### config.mk
export PLATFORM = sky130hd
export DESIGN_NAME = bitpack_top
export DESIGN_NICKNAME = d
export VERILOG_FILES = /design/src/rtl/bitpack_pkg.sv /design/src/rtl/bitpack_mask.sv /design/src/rtl/bitpack_ctrl.sv /design/src/rtl/bitpack_accum.sv /design/src/rtl/bitpack_top.sv
export SDC_FILE = /design/constraint.sdc
export NUM_CORES = 1
export LEC_CHECK = 0
export ABC_AREA = 1
export BUFFER_PORTS_ARGS = -buffer_cell sky130_fd_sc_hd__clkbuf_2
export CAP_MARGIN = 20
export CORE_ASPECT_RATIO = 1.4
export CORE_MARGIN = 2
export CORE_UTILIZATION = 55
export DETAILED_ROUTE_END_ITERATION = 10
export PLACE_DENSITY = 0.72
export SLEW_MARGIN = 20
export SYNTH_ARGS = -nofsm -noshare
export SYNTH_HDL_FRONTEND = slang
export SYNTH_SLANG_ARGS = --single-unit
### constraint.sdc
create_clock -name clk -period 3.5 [get_ports clk]
set_clock_uncertainty 0.05 [all_clocks]
set_input_delay 0.7 -clock clk [delete_from_list [all_inputs] [get_ports clk]]
set_output_delay 0.7 -clock clk [all_outputs]
set_load 0.01 [all_outputs]
### src/rtl/bitpack_pkg.sv
package bitpack_pkg;
  parameter int unsigned DEF_OUT_W  = 32;
  parameter int unsigned DEF_CODE_W = 64;

  // The accumulator must absorb a maximal code on top of a not-quite-full word.
  function automatic int unsigned acc_width(input int unsigned out_w, input int unsigned code_w);
    return out_w + code_w;
  endfunction
endpackage

### src/rtl/bitpack_mask.sv
module bitpack_mask #(
  parameter int unsigned CODE_W = 64,
  parameter int unsigned LEN_W  = 7
) (
  input  logic [CODE_W-1:0] code_in,
  input  logic [LEN_W-1:0]  len_in,
  output logic [CODE_W-1:0] code_clean
);
  // Keep only bits below the stated length.
  for (genvar i = 0; i < CODE_W; i++) begin : g_bit
    assign code_clean[i] = code_in[i] & (len_in > LEN_W'(i));
  end
endmodule

### src/rtl/bitpack_ctrl.sv
module bitpack_ctrl #(
  parameter int unsigned OUT_W = 32,
  parameter int unsigned CNT_W = 7
) (
  input  logic             clk,
  input  logic             rst,
  input  logic             code_empty,
  input  logic             len_empty,
  input  logic             out_full,
  input  logic             flush,
  input  logic [CNT_W-1:0] fill,
  output logic             take,
  output logic             emit,
  output logic             drain_q
);
  localparam logic [CNT_W-1:0] WORD_BITS = CNT_W'(OUT_W);

  logic have_word;
  logic have_any;

  assign have_word = (fill >= WORD_BITS);
  assign have_any  = (fill != '0);

  assign emit = !out_full && (have_word || (drain_q && have_any));
  assign take = !code_empty && !len_empty && !have_word && !flush && !drain_q;

  always_ff @(posedge clk) begin
    if (rst) begin
      drain_q <= 1'b0;
    end else if (flush) begin
      drain_q <= 1'b1;
    end else if (drain_q && !have_any) begin
      drain_q <= 1'b0;
    end
  end
endmodule

### src/rtl/bitpack_accum.sv
module bitpack_accum #(
  parameter int unsigned OUT_W  = 32,
  parameter int unsigned CODE_W = 64,
  parameter int unsigned LEN_W  = 7,
  parameter int unsigned ACC_W  = 96,
  parameter int unsigned CNT_W  = 7
) (
  input  logic              clk,
  input  logic              rst,
  input  logic              take,
  input  logic              emit,
  input  logic [CODE_W-1:0] code_clean,
  input  logic [LEN_W-1:0]  len_in,
  output logic [OUT_W-1:0]  word,
  output logic [CNT_W-1:0]  fill
);
  localparam logic [CNT_W-1:0] WORD_BITS = CNT_W'(OUT_W);

  logic [ACC_W-1:0] acc_q;
  logic [ACC_W-1:0] placed;

  assign placed = ACC_W'(code_clean) << fill;
  assign word   = acc_q[OUT_W-1:0];

  always_ff @(posedge clk) begin
    if (rst) begin
      acc_q <= '0;
      fill  <= '0;
    end else if (emit) begin
      acc_q <= acc_q >> OUT_W;
      fill  <= (fill >= WORD_BITS) ? (fill - WORD_BITS) : '0;
    end else if (take) begin
      acc_q <= acc_q | placed;
      fill  <= fill + CNT_W'(len_in);
    end
  end
endmodule

### src/rtl/bitpack_top.sv
module bitpack_top
  import bitpack_pkg::*;
#(
  parameter int unsigned OUT_W  = DEF_OUT_W,
  parameter int unsigned CODE_W = DEF_CODE_W,
  parameter int unsigned LEN_W  = $clog2(CODE_W + 1)
) (
  input  logic              clk,
  input  logic              rst,
  input  logic [CODE_W-1:0] code_data,
  input  logic              code_empty,
  output logic              code_pop,
  input  logic [LEN_W-1:0]  len_data,
  input  logic              len_empty,
  output logic              len_pop,
  output logic [OUT_W-1:0]  out_data,
  output logic              out_push,
  input  logic              out_full,
  input  logic              flush
);
  localparam int unsigned ACC_W = acc_width(OUT_W, CODE_W);
  localparam int unsigned CNT_W = $clog2(ACC_W + 1);

  logic [CODE_W-1:0] code_clean;
  logic [CNT_W-1:0]  fill;
  logic              take;
  logic              emit;
  logic              drain_q;

  bitpack_mask #(.CODE_W(CODE_W), .LEN_W(LEN_W)) u_mask (
    .code_in    (code_data),
    .len_in     (len_data),
    .code_clean (code_clean)
  );

  bitpack_ctrl #(.OUT_W(OUT_W), .CNT_W(CNT_W)) u_ctrl (
    .clk        (clk),
    .rst        (rst),
    .code_empty (code_empty),
    .len_empty  (len_empty),
    .out_full   (out_full),
    .flush      (flush),
    .fill       (fill),
    .take       (take),
    .emit       (emit),
    .drain_q    (drain_q)
  );

  bitpack_accum #(
    .OUT_W(OUT_W), .CODE_W(CODE_W), .LEN_W(LEN_W), .ACC_W(ACC_W), .CNT_W(CNT_W)
  ) u_accum (
    .clk        (clk),
    .rst        (rst),
    .take       (take),
    .emit       (emit),
    .code_clean (code_clean),
    .len_in     (len_data),
    .word       (out_data),
    .fill       (fill)
  );

  assign code_pop = take;
  assign len_pop  = take;
  assign out_push = emit;
endmodule

==> run summary, run 1 <==
worst hold start: u_accum.acc_q[67]$_SDFFE_PP0P_
met1 wire length: 16900 um
Ant. Diodes: 0
First DRT Iteration DRCs: 2137
CP Launch Type: input pin
highest clock rate: 0.329 GHz
Crit. End Element: register
Least-Margin Pin Slew: 1.15 ns
commonest non-fill, non-tap cell in the layout: nand3_1
Final min period: 3.04 ns
postcts setup bufs: 0
EDFF count, synth: 0
Synth Cell Area: 10300 sq um
first-pass GRT wire length: 69900 um
clk sinks: 104
# Max-Cap Violations: 0
I/O Buffers: 111
number of remaining DRC errors: 0
switching share of power: 0.502
endpoints failing hold: 0
gr ovfl total: 0
FFs w/ async S/R, synth: 0
Vias/cell: 6.38
WHS: 0.412 ns
worst-skew pair later-pin latency: 0.36 ns
width of the die: 120 um
register area share after synthesis: 0.202
RR Startpoint: u_accum.fill[0]$_SDFFE_PP0P_
Fillers: 1888
Max FO, Critical Path: 13
GPL Wtd Cong: 1.09
RSZ-0062 raised after global routing: false
Initial Utilization: 0.558
Final nets: 1969
max-slew violations: 0
CTS tree: done
HPWL Detailed: 34800 um
Worst EP required: 3.68 ns
Clock Tree Buf Depth: 2
routed len/inst: 21.4 um
Final Power: 4970 uW
met2 routed WL: 19400 um
Reg clk slew, reported paths: 0.08 ns
number of global-route vias before repair: 12.5k
Placed Cells: 2118
met3 routed WL: 4750 um
crit path from: len_data[3]
P_int: 2480 uW
root buffer cell: clkbuf_16
Post-CTS Resized: 0
total wire length: 45600 um
Non-Filler Instances: 2134
pwr dens: 449 nW/um^2
H-tree Lvls: 3
most frequent cells in the layout: nand3_1, nand2_1, inv_1
layout cells sized above 1: 0.108
syn avg cell area: 5.48 sq um
final worst-path cycle share: 0.867
Worst EP arrival: 3.21 ns
crit path kind: in2reg
Clock Power Share: 0.203
syn nets: 1962
Vias: 13.6k
VDD IR max: 0.000484 V
drt pass-1 iters: 6
Top FF cell, synth: dfxtp_1
setup violators final: 0
initial antenna violation count: 0
Synth cell types: 38
LEAKAGE: 0.00506 uW
status: completed
num rows: 59
Combinational Power Share: 0.537
Seq pwr share: 0.260
largest net degree at the start of global routing: 95
Yosys reg bits: 104
core area: 18500 sq um
IO Pins: 112
DR top layer: met4
Yosys warning count: 0
Final TNS setup: 0 ns
GRT Overall Usage: 0.448
Hold-fix buffers, CTS: 0
Die Span Y: 166 um
full die area: 19800 sq um
Psw: 2490 uW
worst hold path type: reg2reg
CTS Buf Count: 9
Layout area overhead: 7.66%
Post-Synthesis Cells: 1878
post-route ant nets: 0
Slew HR: 0.228
## flip-flops by register name (all words and copies together), names as in the netlist
register        flops
u_accum.fill        7
u_ctrl.drain_q      1
u_accum.acc_q      96
## final timing paths
kind,to,slack [ns],depth (start not counted)
max,u_accum.acc_q[36]$_SDFFE_PP0P_,0.46,15
max reg2reg,u_accum.acc_q[44]$_SDFFE_PP0P_,0.57,10
min,u_accum.acc_q[67]$_SDFFE_PP0P_,0.41,2
min reg2reg,u_accum.acc_q[67]$_SDFFE_PP0P_,0.41,2
## kinds of logic after synthesis
kind of cell             after synthesis  share of synthesized area
AND/OR/NAND/NOR                     1206                      0.525
buffers and inverters                320                      0.134
AO/OA/AOI/OAI                        240                      0.128
flip-flops                           104                      0.202
adder cells (fa/ha/maj)                7                    0.00924
XOR/XNOR                               1                   0.000851
## final cells by class
type                       count  area [sq um]  share of cell area
clock buffer                  10           229              0.0207
sequential                   104          2090               0.188
tap                          244           305              0.0276
multi-input combinational   1454          6840               0.617
timing repair buffer         157           963              0.0869
clock inverter                 6          62.6             0.00565
inverter                     159           597              0.0539
## layer usage
metal  GRT usage  up-vias
li1            -     6348
met1       0.551     6073
met2       0.674      963
met3      0.0886      227
met4       0.362        0
met5           0        -
## power by group through the flow
stage                     clock, uW  combinational [uW]  sequential (uW)
after floorplan                   0                1680             1300
after global placement            0                2500             1310
after detailed placement          0                2530             1320
after CTS                      1000                2540             1290
after global routing           1040                2840             1300
final                          1010                2670             1290
## synth_stat cells, drive strengths merged, types with 2 or more instances
cell / n / area share
a21oi: 101 / 0.049
nand3: 595 / 0.29
nand2: 444 / 0.16
nand4: 28 / 0.017
clkinv: 2 / 0.00073
inv: 157 / 0.057
o22ai: 45 / 0.027
a31oi: 19 / 0.012
buf: 95 / 0.052
ha: 6 / 0.0073
dfxtp: 104 / 0.20
nor3: 7 / 0.0034
o211ai: 5 / 0.0036
o21a: 2 / 0.0015
nand3b: 2 / 0.0015
clkbuf: 66 / 0.024
o21ai: 62 / 0.030
nor2: 128 / 0.049
## critical path, stage by stage
cell      delay, ns
clkbuf_2       0.25
nor2_2         0.41
nand2_1        0.16
inv_1          0.16
nand2_1        0.08
nand3_1        0.12
nand2_1        0.07
nand2_1        0.07
nand3_1        0.15
nand4_1        0.35
nand2_1        0.10
nand2_1        0.29
nand2_1        0.09
a21oi_1        0.13
nor2_1         0.05
## through the flow
| step | util | cell area [sq um] | setup WS (ns) |
|---|---|---|---|
| final | 0.600 | 11100 | 0.465 |
| after global routing | 0.600 | 11100 | 0.317 |
| after CTS | 0.600 | 11100 | 0.602 |
| after detailed placement | 0.585 | 10800 | 0.267 |
| after global placement | 0.584 | 10800 | 0.243 |
| after floorplan | - | 10300 | 0.830 |
(Power assumes the default switching activity.)
==> inputs of run 2 (changes only) <==
==> constraint.sdc (replaced) <==
create_clock -name clk -period 3.5 [get_ports clk]
set_clock_uncertainty 0.05 [all_clocks]
set_input_delay 0.35 -clock clk [delete_from_list [all_inputs] [get_ports clk]]
set_output_delay 0.35 -clock clk [all_outputs]
set_load 0.01 [all_outputs]
==> run 2 against run 1 <==
Net effect:
- via count up 1.5%
- clock-buffer cell count fell by 1
- global-route usage barely moved
- critical endpoint is now u_accum.acc_q[87]$_SDFFE_PP0P_
==> run summary, run 2 (synthesis results as in run 1) <==
Hold-fix buffers, CTS: 0 (unchanged)
IO Pins: 112 (unchanged)
Ant. Diodes: 0 (unchanged)
number of global-route vias before repair: 12.3k (-1.4%)
gr ovfl total: 0 (unchanged)
endpoints failing hold: 0 (unchanged)
Layout area overhead: 7.38%
routed len/inst: 21.6 um (+0.86%)
Final nets: 1958 (-0.56%)
GRT Overall Usage: 0.448 (about the same)
highest clock rate: 0.319 GHz (-3.1%)
Slew HR: 0.166 (-0.0623)
post-route ant nets: 0 (unchanged)
worst hold path type: in2reg
largest net degree at the start of global routing: 95 (unchanged)
CTS Buf Count: 9 (unchanged)
Final TNS setup: 0 ns (unchanged)
# Max-Cap Violations: 0 (unchanged)
full die area: 19800 sq um (unchanged)
width of the die: 120 um (unchanged)
Final min period: 3.13 ns (+0.0958 ns)
setup ws final: 0.369 ns (-0.0958 ns)
CTS tree: done
num rows: 59 (unchanged)
worst slack at placement: 0.534 ns (+0.268 ns)
Die Span Y: 166 um (unchanged)
Vias/cell: 6.51 (+2.0%)
status: completed
most frequent CP cell: nand3_1
root buffer cell: clkbuf_16
first-pass GRT wire length: 69400 um (-0.78%)
Crit. End Element: register
clk sinks: 104 (unchanged)
initial antenna violation count: 0 (unchanged)
VDD IR max: 0.000454 V (-6.0%)
crit path kind: reg2reg
First DRT Iteration DRCs: 2288 (+7.1%)
drt pass-1 iters: 7 (+1)
GPL Wtd Cong: 1.09 (-0.55%)
worst hold start: flush
Worst EP arrival: 3.37 ns (+0.16 ns)
Reg clk slew, reported paths: 0.09 ns (about the same)
I/O Buffers: 111 (unchanged)
Clock Tree Buf Depth: 2 (unchanged)
Area after DPL: 10700 sq um (-0.56%)
number of remaining DRC errors: 0 (unchanged)
pwr dens: 460 nW/um^2 (+2.4%)
core area: 18500 sq um (unchanged)
Final Power: 5080 uW (+2.2%)
HPWL Detailed: 34600 um (-0.64%)
final worst-path cycle share: 0.895 (+0.0274)
H-tree Lvls: 3 (unchanged)
total wire length: 45800 um (+0.34%)
Vias: 13.8k (+1.5%)
RR Startpoint: u_accum.fill[0]$_SDFFE_PP0P_
Worst EP required: 3.74 ns (+0.06 ns)
top flop regs: u_accum.acc_q (96), u_accum.fill (7), u_ctrl.drain_q (1)
Design Area, Final: 11100 sq um (-0.26%)
LEAKAGE: 0.00503 uW (-0.61%)
Reg2Reg Setup Slack: 0.37 ns (-0.20 ns)
CP max stage delay: 0.58 ns (+0.17 ns)
max-slew violations: 0 (unchanged)
Post-CTS Resized: 0 (unchanged)
most frequent cells in the layout: nand3_1, nand2_1, inv_1
RSZ-0062 raised after global routing: false
commonest non-fill, non-tap cell in the layout: nand3_1
postcts setup bufs: 0 (unchanged)
Finished Core Util: 0.599 (-0.00156)
master of the slowest instance on the critical path: o21ai_0
Fillers: 1972 (+4.4%)
crit path from: u_accum.fill[0]$_SDFFE_PP0P_
max reg flops: 96 (unchanged)
Initial Utilization: 0.558 (unchanged)
Max FO, Critical Path: 36 (+23)
CP Launch Type: register
Most flops, register: u_accum.acc_q
Least-Margin Pin Slew: 1.25 ns (+0.0932 ns)
worst-skew pair later-pin latency: 0.36 ns (about the same)
crit-path cells: inv_2 -> buf_12 -> nand3_1 -> nand3_1 -> nand3_1 -> nand2_1 -> nand2_1 -> o21ai_0 -> o21ai_1 -> a21oi_1
setup violators final: 0 (unchanged)
layout cells sized above 1: 0.103 (-0.00522)
## run 2: cell count changes in the layout (fill, tap and decap cells not counted), sizes merged
cell / previous run / this run
bufinv: 0 / 1
buf: 46 / 35
clkbuf: 121 / 120
## run 2: worst paths after layout
check                                        end  cells after the start
setup reg to reg  u_accum.acc_q[87]$_SDFFE_PP0P_                     10
hold reg to reg   u_accum.acc_q[95]$_SDFFE_PP0P_                      2
hold / removal       u_ctrl.drain_q$_SDFFE_PP0P_                      3
setup / recovery  u_accum.acc_q[87]$_SDFFE_PP0P_                     10
## run 2: layer usage
metal | up-vias | track usage | wire [um]
met4 | 0 | 0.334 | 4210
met5 | - | 0 | 0
met3 | 248 | 0.0797 | 5290
met1 | 6135 | 0.560 | 16700
met2 | 1110 | 0.684 | 19600
li1 | 6323 | - | -
## run 2: critical path: cells and delay by family, from the launching register on
kind / cells / cell delay [ns]
AND/OR/NAND/NOR: 5 / 0.71
AO/OA/AOI/OAI: 3 / 0.91
flip-flops: 1 / 0.49
buffers and inverters: 2 / 0.84
## run 2: cell type report
cell class,count,area [sq um],share of cell area
Tap cell,244,305,0.0276
Multi-Input combinational cell,1454,6830,0.618
Clock inverter,7,97.6,0.00883
Inverter,159,597,0.0540
Sequential cell,104,2090,0.189
Clock buffer,9,225,0.0204
Timing Repair Buffer,146,906,0.0820
## run 2: through the flow
step / std cells / hold WS [ns]
after floorplan: 1878 / 0.366
after global placement: 2107 / 0.393
after detailed placement: 2107 / 0.390
after CTS: 2123 / 0.187
after global routing: 2123 / 0.221
final: 2123 / 0.184
## run 2: power by group
group          total, uW  internal (uW)  switching, uW  leakage [uW]
logic               2670            722           1950       0.00403
clock network       1110            580            531      0.000158
registers           1300           1250           43.1      0.000842
total               5080           2560           2520       0.00503
